File: src/rtl/irqc_pkg.sv
package irqc_pkg;
  localparam int          NUM_SRC    = 5;
  localparam int          DATA_W     = 8;
  localparam int          ADDR_W     = 16;
  localparam int          VEC_W      = 16;
  localparam logic [15:0] ADDR_ENA   = 16'hFFFF;
  localparam logic [15:0] ADDR_FLG   = 16'hFF0F;
  localparam logic [15:0] VEC_BASE   = 16'h0040;
  localparam int          VEC_STRIDE = 8;
  localparam int          IDX_W      = $clog2(NUM_SRC);

  typedef logic [NUM_SRC-1:0] src_mask_t;
endpackage

File: src/rtl/irqc_rst_sync.sv
module irqc_rst_sync (
  input  logic clk,
  input  logic rst_n,
  output logic rst_sync_n
);
  logic stage_q;

  always_ff @(posedge clk or negedge rst_n) begin
    if (!rst_n) begin
      stage_q    <= 1'b0;
      rst_sync_n <= 1'b0;
    end else begin
      stage_q    <= 1'b1;
      rst_sync_n <= stage_q;
    end
  end
endmodule

File: src/rtl/irqc_flag_bank.sv
module irqc_flag_bank #(
  parameter int N = irqc_pkg::NUM_SRC
) (
  input  logic         clk,
  input  logic         rst_n,
  input  logic         wr_ena,
  input  logic         wr_flg,
  input  logic [N-1:0] wdata,
  input  logic [N-1:0] req,
  input  logic [N-1:0] svc_clr,
  output logic [N-1:0] ena_q,
  output logic [N-1:0] flg_q
);
  logic [N-1:0] ena_d;
  logic [N-1:0] flg_d;

  // Flag next state: CPU write first, then service clear, then requests on top.
  always_comb begin
    ena_d = wr_ena ? wdata : ena_q;
    flg_d = wr_flg ? wdata : flg_q;
    flg_d = flg_d & ~svc_clr;
    flg_d = flg_d | req;
  end

  always_ff @(posedge clk or negedge rst_n) begin
    if (!rst_n) begin
      ena_q <= '0;
      flg_q <= '0;
    end else begin
      ena_q <= ena_d;
      flg_q <= flg_d;
    end
  end

  AST_REQ_SETS_FLAG: assert property (@(posedge clk) disable iff (!rst_n)
    (|req) |=> ((flg_q & $past(req)) == $past(req))) else $error("req lost");
  AST_REQ_BEATS_WRITE: assert property (@(posedge clk) disable iff (!rst_n)
    (wr_flg && (|req)) |=> ((flg_q & $past(req)) == $past(req))) else $error("write beat req");
endmodule

File: src/rtl/irqc_arbiter.sv
module irqc_arbiter #(
  parameter int          N      = irqc_pkg::NUM_SRC,
  parameter int          IDX_W  = irqc_pkg::IDX_W,
  parameter int          VEC_W  = irqc_pkg::VEC_W,
  parameter logic [15:0] BASE   = irqc_pkg::VEC_BASE,
  parameter int          STRIDE = irqc_pkg::VEC_STRIDE
) (
  input  logic [N-1:0]     pend,
  output logic [N-1:0]     grant,
  output logic             any,
  output logic [VEC_W-1:0] vector
);
  logic [IDX_W-1:0] idx;

  // Highest index wins: a bit is granted only if no higher bit is pending.
  genvar g;
  generate
    for (g = 0; g < N; g++) begin : g_grant
      if (g == N - 1) begin : g_top
        assign grant[g] = pend[g];
      end else begin : g_low
        assign grant[g] = pend[g] & ~(|pend[N-1:g+1]);
      end
    end
  endgenerate

  assign any = |pend;

  always_comb begin
    idx = '0;
    for (int i = 0; i < N; i++) begin
      if (grant[i]) idx = IDX_W'(i);
    end
  end

  assign vector = VEC_W'(BASE) + VEC_W'(idx) * VEC_W'(STRIDE);
endmodule

File: src/rtl/irqc_master.sv
module irqc_master #(
  parameter int VEC_W = irqc_pkg::VEC_W
) (
  input  logic             clk,
  input  logic             rst_n,
  input  logic             ei_cmd,
  input  logic             di_cmd,
  input  logic             any_pend,
  input  logic [VEC_W-1:0] vec_in,
  output logic             take_now,
  output logic             ime_q,
  output logic             take_q,
  output logic [VEC_W-1:0] vec_q
);
  logic ime_d;
  logic take_d;

  assign take_now = ime_q & any_pend;

  always_comb begin
    take_d = take_now;
    if (take_now)    ime_d = 1'b0;
    else if (di_cmd) ime_d = 1'b0;
    else if (ei_cmd) ime_d = 1'b1;
    else             ime_d = ime_q;
  end

  always_ff @(posedge clk or negedge rst_n) begin
    if (!rst_n) begin
      ime_q  <= 1'b0;
      take_q <= 1'b0;
      vec_q  <= '0;
    end else begin
      ime_q  <= ime_d;
      take_q <= take_d;
      if (take_now) vec_q <= vec_in;
    end
  end

  AST_TAKE_ELIGIBLE: assert property (@(posedge clk) disable iff (!rst_n)
    $rose(take_q) |-> $past(ime_q)) else $error("take without ime");
  AST_SVC_DROPS_IME: assert property (@(posedge clk) disable iff (!rst_n)
    take_q |-> !ime_q) else $error("ime kept on service");
  AST_TAKE_PULSE: assert property (@(posedge clk) disable iff (!rst_n)
    take_q |=> !take_q) else $error("take longer than a cycle");
  AST_DI_WINS: assert property (@(posedge clk) disable iff (!rst_n)
    di_cmd |=> !ime_q) else $error("di ignored");
endmodule

File: src/rtl/irq_vector_ctrl.sv
module irq_vector_ctrl
  import irqc_pkg::*;
(
  input  logic              clk,
  input  logic              rst_n,
  input  logic [ADDR_W-1:0] reg_addr,
  input  logic              reg_wr,
  input  logic [DATA_W-1:0] reg_wdata,
  output logic [DATA_W-1:0] reg_rdata,
  input  logic [NUM_SRC-1:0] req_i,
  input  logic              ei_cmd,
  input  logic              di_cmd,
  output logic              ime_o,
  output logic              take_o,
  output logic [VEC_W-1:0]  vector_o
);
  logic      rst_sync_n;
  logic      sel_ena;
  logic      sel_flg;
  src_mask_t ena_q;
  src_mask_t flg_q;
  src_mask_t pend;
  src_mask_t grant;
  src_mask_t svc_clr;
  logic      any_pend;
  logic      take_now;
  logic [VEC_W-1:0] arb_vec;
  logic      unused_wdata_hi;

  assign unused_wdata_hi = &{1'b0, reg_wdata[DATA_W-1:NUM_SRC]};

  irqc_rst_sync u_rst_sync (
    .clk        (clk),
    .rst_n      (rst_n),
    .rst_sync_n (rst_sync_n)
  );

  assign sel_ena = (reg_addr == ADDR_ENA);
  assign sel_flg = (reg_addr == ADDR_FLG);

  irqc_flag_bank #(.N(NUM_SRC)) u_bank (
    .clk     (clk),
    .rst_n   (rst_sync_n),
    .wr_ena  (reg_wr & sel_ena),
    .wr_flg  (reg_wr & sel_flg),
    .wdata   (reg_wdata[NUM_SRC-1:0]),
    .req     (req_i),
    .svc_clr (svc_clr),
    .ena_q   (ena_q),
    .flg_q   (flg_q)
  );

  assign pend = ena_q & flg_q;

  irqc_arbiter #(.N(NUM_SRC)) u_arb (
    .pend   (pend),
    .grant  (grant),
    .any    (any_pend),
    .vector (arb_vec)
  );

  irqc_master #(.VEC_W(VEC_W)) u_master (
    .clk      (clk),
    .rst_n    (rst_sync_n),
    .ei_cmd   (ei_cmd),
    .di_cmd   (di_cmd),
    .any_pend (any_pend),
    .vec_in   (arb_vec),
    .take_now (take_now),
    .ime_q    (ime_o),
    .take_q   (take_o),
    .vec_q    (vector_o)
  );

  assign svc_clr = take_now ? grant : '0;

  always_comb begin
    reg_rdata = '0;
    if (sel_ena)      reg_rdata[NUM_SRC-1:0] = ena_q;
    else if (sel_flg) reg_rdata[NUM_SRC-1:0] = flg_q;
  end

  AST_UPPER_ZERO: assert property (@(posedge clk) disable iff (!rst_sync_n)
    reg_rdata[DATA_W-1:NUM_SRC] == '0) else $error("upper bits set");
  AST_GRANT_ONEHOT: assert property (@(posedge clk) disable iff (!rst_sync_n)
    $onehot0(grant)) else $error("multiple grants");
  AST_VEC_RANGE: assert property (@(posedge clk) disable iff (!rst_sync_n)
    take_o |-> (vector_o >= 16'h0040 && vector_o <= 16'h0060 && vector_o[2:0] == 3'b000))
    else $error("vector out of range");
  AST_SVC_CLEARS_FLAG: assert property (@(posedge clk) disable iff (!rst_sync_n)
    (take_now && !(|(req_i & grant))) |=> ((flg_q & $past(grant)) == '0))
    else $error("serviced flag kept");
endmodule

File: config.mk
export PLATFORM = sky130hd
export DESIGN_NAME = irq_vector_ctrl
export DESIGN_NICKNAME = d
export VERILOG_FILES = /design/src/rtl/irqc_pkg.sv /design/src/rtl/irqc_rst_sync.sv /design/src/rtl/irqc_flag_bank.sv /design/src/rtl/irqc_arbiter.sv /design/src/rtl/irqc_master.sv /design/src/rtl/irq_vector_ctrl.sv
export SDC_FILE = /design/constraint.sdc
export NUM_CORES = 1
export LEC_CHECK = 0
export BUFFER_PORTS_ARGS = -buffer_cell sky130_fd_sc_hd__buf_4
export CAP_MARGIN = 10
export CORE_MARGIN = 2
export CORE_UTILIZATION = 45
export DETAILED_ROUTE_END_ITERATION = 10
export HOLD_SLACK_MARGIN = 0.1
export PLACE_DENSITY = 0.85
export SYNTH_ARGS = -nofsm -noshare
export SYNTH_HDL_FRONTEND = slang
export SYNTH_HIERARCHICAL = 1
export SYNTH_SLANG_ARGS = --single-unit
File: constraint.sdc
create_clock -name clk -period 1.5 [get_ports clk]
set_input_delay 0.075 -clock clk [delete_from_list [all_inputs] [get_ports clk]]
set_output_delay 0.075 -clock clk [all_outputs]
set_load 0.02 [all_outputs]
## After elaboration in Yosys (flattened, before gate mapping)

Index checks and enable logic that the tools add are counted.

- Word-level logic and storage cells: 41
- Register bits after elaboration: 30

- Add/sub/neg operators: 1
- Bitwise logic cells: 15
- Eq/ne operators: 2
- Reductions and logical operators: 5
- Muxes and demuxes: 11

Operators by type and width:

| kind | number |
|---|---|
| 16-bit == test, second input constant | 2 |
| 5-bit 2-to-1 mux | 4 |
| 5-bit AND | 2 |
| 3-bit 2-to-1 mux | 3 |
| 7-bit by 6-bit adder with 8-bit output, first input constant | 1 |
| 1-bit AND | 7 |
| 5-bit inverter | 1 |
| 5-bit OR | 1 |
| 5-bit OR reduction | 1 |
| 1-bit 2-to-1 mux | 4 |
| 1-bit inverter | 4 |
| 4-bit OR reduction | 1 |
| 3-bit nonzero test | 1 |
| 3-bit OR reduction | 1 |
| 2-bit OR reduction | 1 |

## Logic depth before layout (Yosys ltp)

- Depth after elaboration: 9
- Depth in mapped cells: 8

## By module

The synthesis kept the hierarchy.

By module, submodules not included:

| module | area an instance (µm²) | times used | seq. area each (µm²) | cells each |
|---|---|---|---|---|
| irqc_master | 709.4 | 1 | 450.4 | 40 |
| irqc_flag_bank | 405.4 | 1 | 250.2 | 26 |
| irq_vector_ctrl | 215.2 | 1 | 0.0 | 36 |
| irqc_arbiter | 183.9 | 1 | 0.0 | 28 |
| irqc_rst_sync | 53.8 | 1 | 50.0 | 3 |

## Least setup slack after synthesis

Ideal clock, no wire load.

- Path kind: register to register
- From: reg u_bank.ena_q[4]
- To: reg u_master.vec_q[3]
- Required time: 1,375 ps
- Period minus slack after synthesis: 1,717 ps
- Cell stages (with the launch flop): 7
- Buffers on the path: 1
- Library setup time: 125 ps
- Path slack: -217 ps
- Arrival time: 1,592 ps
- Path through: dfrtp_1 and2_1 nor4_2 nand2b_1 nand2_4 buf_6 mux2_4

- Elaborated cells between the ends (all ways): 16
- Classes of those cells: 1 x add/sub; 4 x mux; 8 x bitwise; 3 x reduce/logical

RTL lines:

| element | RTL line | source |
|---|---|---|
| start: declaration | irqc_flag_bank.sv:11 | `output logic [N-1:0] ena_q,` |
| start signal: assignment | irqc_flag_bank.sv:30 | `ena_q <= ena_d;` |
| 5-bit AND | irq_vector_ctrl.sv:53 | `assign pend = ena_q & flg_q;` |
| net pend[4] | irq_vector_ctrl.sv:22 | `src_mask_t pend;` |
| 5-bit OR reduction | irqc_arbiter.sv:27 | `assign any = \|pend;` |
| net any_pend | irq_vector_ctrl.sv:25 | `logic any_pend;` |
| 1-bit AND | irqc_master.sv:18 | `assign take_now = ime_q & any_pend;` |
| end signal: assignment | irqc_master.sv:36 | `if (take_now) vec_q <= vec_in;` |
| end: declaration | irqc_master.sv:13 | `output logic [VEC_W-1:0] vec_q` |

The timed path passes the listed nets, and every way through them passes these cells.
A chain may end at the register's enable or synchronous reset.

## Final worst setup path

- From: reg u_bank.flg_q[3]
- To: reg u_master.vec_q[5]

- Elaborated cells between the ends (all ways): 15
- Classes of those cells: 1 x add/sub; 4 x mux; 7 x bitwise; 3 x reduce/logical

RTL lines:

| element | RTL line | source |
|---|---|---|
| start: declaration | irqc_flag_bank.sv:12 | `output logic [N-1:0] flg_q` |
| start signal: assignment | irqc_flag_bank.sv:31 | `flg_q <= flg_d;` |
| 5-bit AND | irq_vector_ctrl.sv:53 |  |
| net pend[3] | irq_vector_ctrl.sv:22 |  |
| 5-bit OR reduction | irqc_arbiter.sv:27 |  |
| net any_pend | irq_vector_ctrl.sv:25 |  |
| 1-bit AND | irqc_master.sv:18 |  |

The timed path passes the listed nets, and every way through them passes these cells.

==> impl_results.md <==
* First-pass GRT wire length at 5685 um
* Total gr overflow at 0
* WL/cell at 12.66 um
* Post-route DRC at 0
* Worst-path clk slew at 0.09 ns
* Drt total wl at 3354 um
* Required time worst endpoint at 1.73 ns
* Initial core utilization at 46.98%
* GPL Wtd Cong at 0.7465
* CP Capture Type: register
* Count of different cell masters after synthesis at 25
* Fillers at 246
* Arr. time, crit path at 1.80 ns
* Clock Tree Buf Depth at 2
* Core Util, Final at 68.84%
* Worst Slack Setup Final at -0.06835 ns
* Setup TNS at -0.6818 ns
* Cells along the critical path: and2_4, nor4_4, nand2b_1, nand2_4, mux2_4
* Max Clk Rate at 0.6376 GHz
* Crit path max-delay family: simple AND/OR/NAND/NOR gates
* DRT Pass-1 Iters at 4
* Failing checks: negative setup slack
* Number of DRC markers in iteration 0 at 25
* Die outline width at 63.03 um
* Boundary Pins at 60
* Die ar. at 3972 sq um
* Area growth syn-to-layout at 46.53%
* Number of setup violations in the final report at 22
* RSZ-0062 raised after global routing: true
* Setup Skew at 0.004461 ns
* Final hold violations at 0
* Die height at 63.03 um
* Synth area leader: dfrtp_1
* Crit path largest cell delay at 0.39 ns
* Number of global-route vias before repair at 1,252
* Setup CP Type: register to register
* Synthesized area at 1568 sq um
* Status: finished, violations left
* Skew-Pair Late Insertion Delay at 0.34 ns
* Max-cap violations at 0
* Top-area cell type share of the netlist area at 47.89%
* Met1 Use GR at 20.72%
* Largest net degree at the start of global routing at 28
* Vias at 1,193
* DPL Wire Length at 2315 um
* Clock net sink count at 30
* Leakage power at 1.170 nW
* Core box area at 3337 sq um
* Fraction of layout cells with a size suffix above 1 at 51.60%
* Post-Layout Cell Count at 265
* YS warnings at 6
* Number of synthesized register bits at 30
* Row cnt at 21
* Initial antenna violation count at 0
* Most Crowded Layer GR: met2
* WHS at 0.2674 ns
* Pins over their slew limit at 0
* Final net count at 252
* Total track usage at 18.94%
* TritonCTS clock tree: done
* Hold WC Path Type: register to asynchronous set/reset pin
* VDD IR max at 0.7170 mV
* Antenna Cells at 0
* Final worst-path cycle share at 104.6%
* Cells after Synth at 133
* Post-synthesis sequential area ratio at 47.89%
* Num CTS Buffers at 5
* PD cells at 684.1 nW/um^2
* Worst path bufs/invs at 0
* H-Tree Depth at 2
* Top area cells in the synthesized netlist: dfrtp_1 (48%), buf_4 (8.6%), mux2_4 (8.6%), mux2_2 (8.6%), and2_1 (4.4%)
* Via density at 4.502
* Largest fanout on the critical path at 7
* PortBufs at 53
* Grt met3 use at 5.946%
* Post-Place Cells at 237
* R2R Setup Slk at -0.07 ns
* Root Buffer: clkbuf_4
* Post-route minimum period at 1.568 ns
* Detail Route Antenna Nets at 0
* CP startpoint kind: register
* Slowest stage cell, crit path: dfrtp_1
* Grt met2 use at 32.18%
* Syn avg cell area at 11.79 sq um
[cells in the final DEF (no fill, tap or decap)]
cell type,count
dfrtp_1,30
and2_4,6
or2b_1,1
a22oi_1,5
a21oi_1,1
nor4_2,1
buf_4,71
clkinv_2,1
nor3b_1,1
mux2i_1,5
nand4_1,3
dlygate4sd3_1,15
nor3_1,1
or3_1,1
nor2_1,10
inv_4,1
o21bai_1,5
clkinvlp_4,1
mux2_4,9
a21oi_2,1
nor4_4,1
nand2_4,1
and2_1,4
and4_1,1
inv_1,1
buf_6,1
clkbuf_8,1
and2_2,1
conb_1,17
mux2_2,12
nand2b_1,3
clkbuf_4,5
nand2_1,2
[synthesized netlist by cell type]
library cell and instances:
nor3_1 1, clkbuf_2 1, a21oi_1 2, clkbuf_1 1, mux2_4 9, conb_1 4, nor4_2 2, buf_4 18
nand2b_1 3, or3_1 1, nor3b_1 1, nor2_1 10, nand2_4 1, mux2i_1 5, nand4_1 3, and4_1 1
or2b_1 1, inv_1 2, and2_1 11, buf_6 2, nand2_1 2, dfrtp_1 30, mux2_2 12, a22oi_1 5
o21bai_1 5
[metrics by stage]
step / cell area (sq um) / worst slack, ns / power [mW]
3_3_place_gp: 2017 / -0.05510 / 1.046
4_1_cts: 2286 / -0.04909 / 1.586
6_report: 2297 / -0.06835 / 1.572
5_1_grt: 2297 / -0.1623 / 1.644
3_5_place_dp: 2017 / -0.08398 / 1.050
2_1_floorplan: 1627 / -0.1184 / 0.9686
[flip-flops by register name, summed over array words and instances, names as in the netlist]
register	count
u_master/vec_q	16
u_bank/ena_q	5
u_bank/flg_q	5
u_master/ime_q	1
u_master/take_q	1
u_rst_sync/rst_sync_n	1
u_rst_sync/stage_q	1
[kinds of logic after synthesis]
logic type | after synthesis | synth area share (%)
mux | 26 | 20.43
compound gates | 12 | 5.428
other cells | 4 | 0.9574
simple gates | 37 | 14.21
flops | 30 | 47.89
buf+inv | 24 | 11.09
[cell type report]
| class | instances | area (sq um) | area share [%] |
|---|---|---|---|
| multi-input combinational | 92 | 720.7 | 31.37 |
| clock buffer | 6 | 51.30 | 2.233 |
| tap | 46 | 57.56 | 2.505 |
| timing repair buffer | 87 | 694.4 | 30.23 |
| sequential | 30 | 750.7 | 32.68 |
| clock inverter | 2 | 12.51 | 0.5447 |
| inverter | 2 | 10.01 | 0.4357 |
[worst register-to-register path, delay by kind of cell, from the launching register on]
family / cells / cell delay (ns)
AND/OR/NAND/NOR: 4 / 0.75
flip-flops: 1 / 0.39
multiplexers: 1 / 0.31
[final timing paths]
kind	startpoint	to	depth (start not counted)
max	u_bank/flg_q[3]	u_master/vec_q[5]	5
min	u_rst_sync/rst_sync_n	u_bank/ena_q[1]	1
max reg2reg	u_bank/flg_q[3]	u_master/vec_q[5]	5
min reg2reg	u_rst_sync/rst_sync_n	u_bank/ena_q[1]	1
max in group asynchronous	rst_n	u_rst_sync/rst_sync_n	3
min in group clk	reg_wr	u_bank/ena_q[1]	5
[power breakdown]
part | internal (mW) | total (mW) | switching (mW)
combinational | 0.129 | 0.222 | 0.0933
clock | 0.225 | 0.504 | 0.279
sequential | 0.831 | 0.845 | 0.0145
[metal layers]
layer	wire length, um	vias to the layer above	share of wire, %
met5	0	-	0
met4	70	0	2.1
met3	236	7	7.0
li1	-	586	-
met2	1667	48	50
met1	1380	552	41
[repair_timing]
item,CTS,global route
endpoints found under the hold margin,14,0
setup endpoints to repair,21,23
setup buffers,4,1
resized for setup,8,1
hold buffers,15,0
pin swaps,7,2
(Power assumes the default switching activity.)
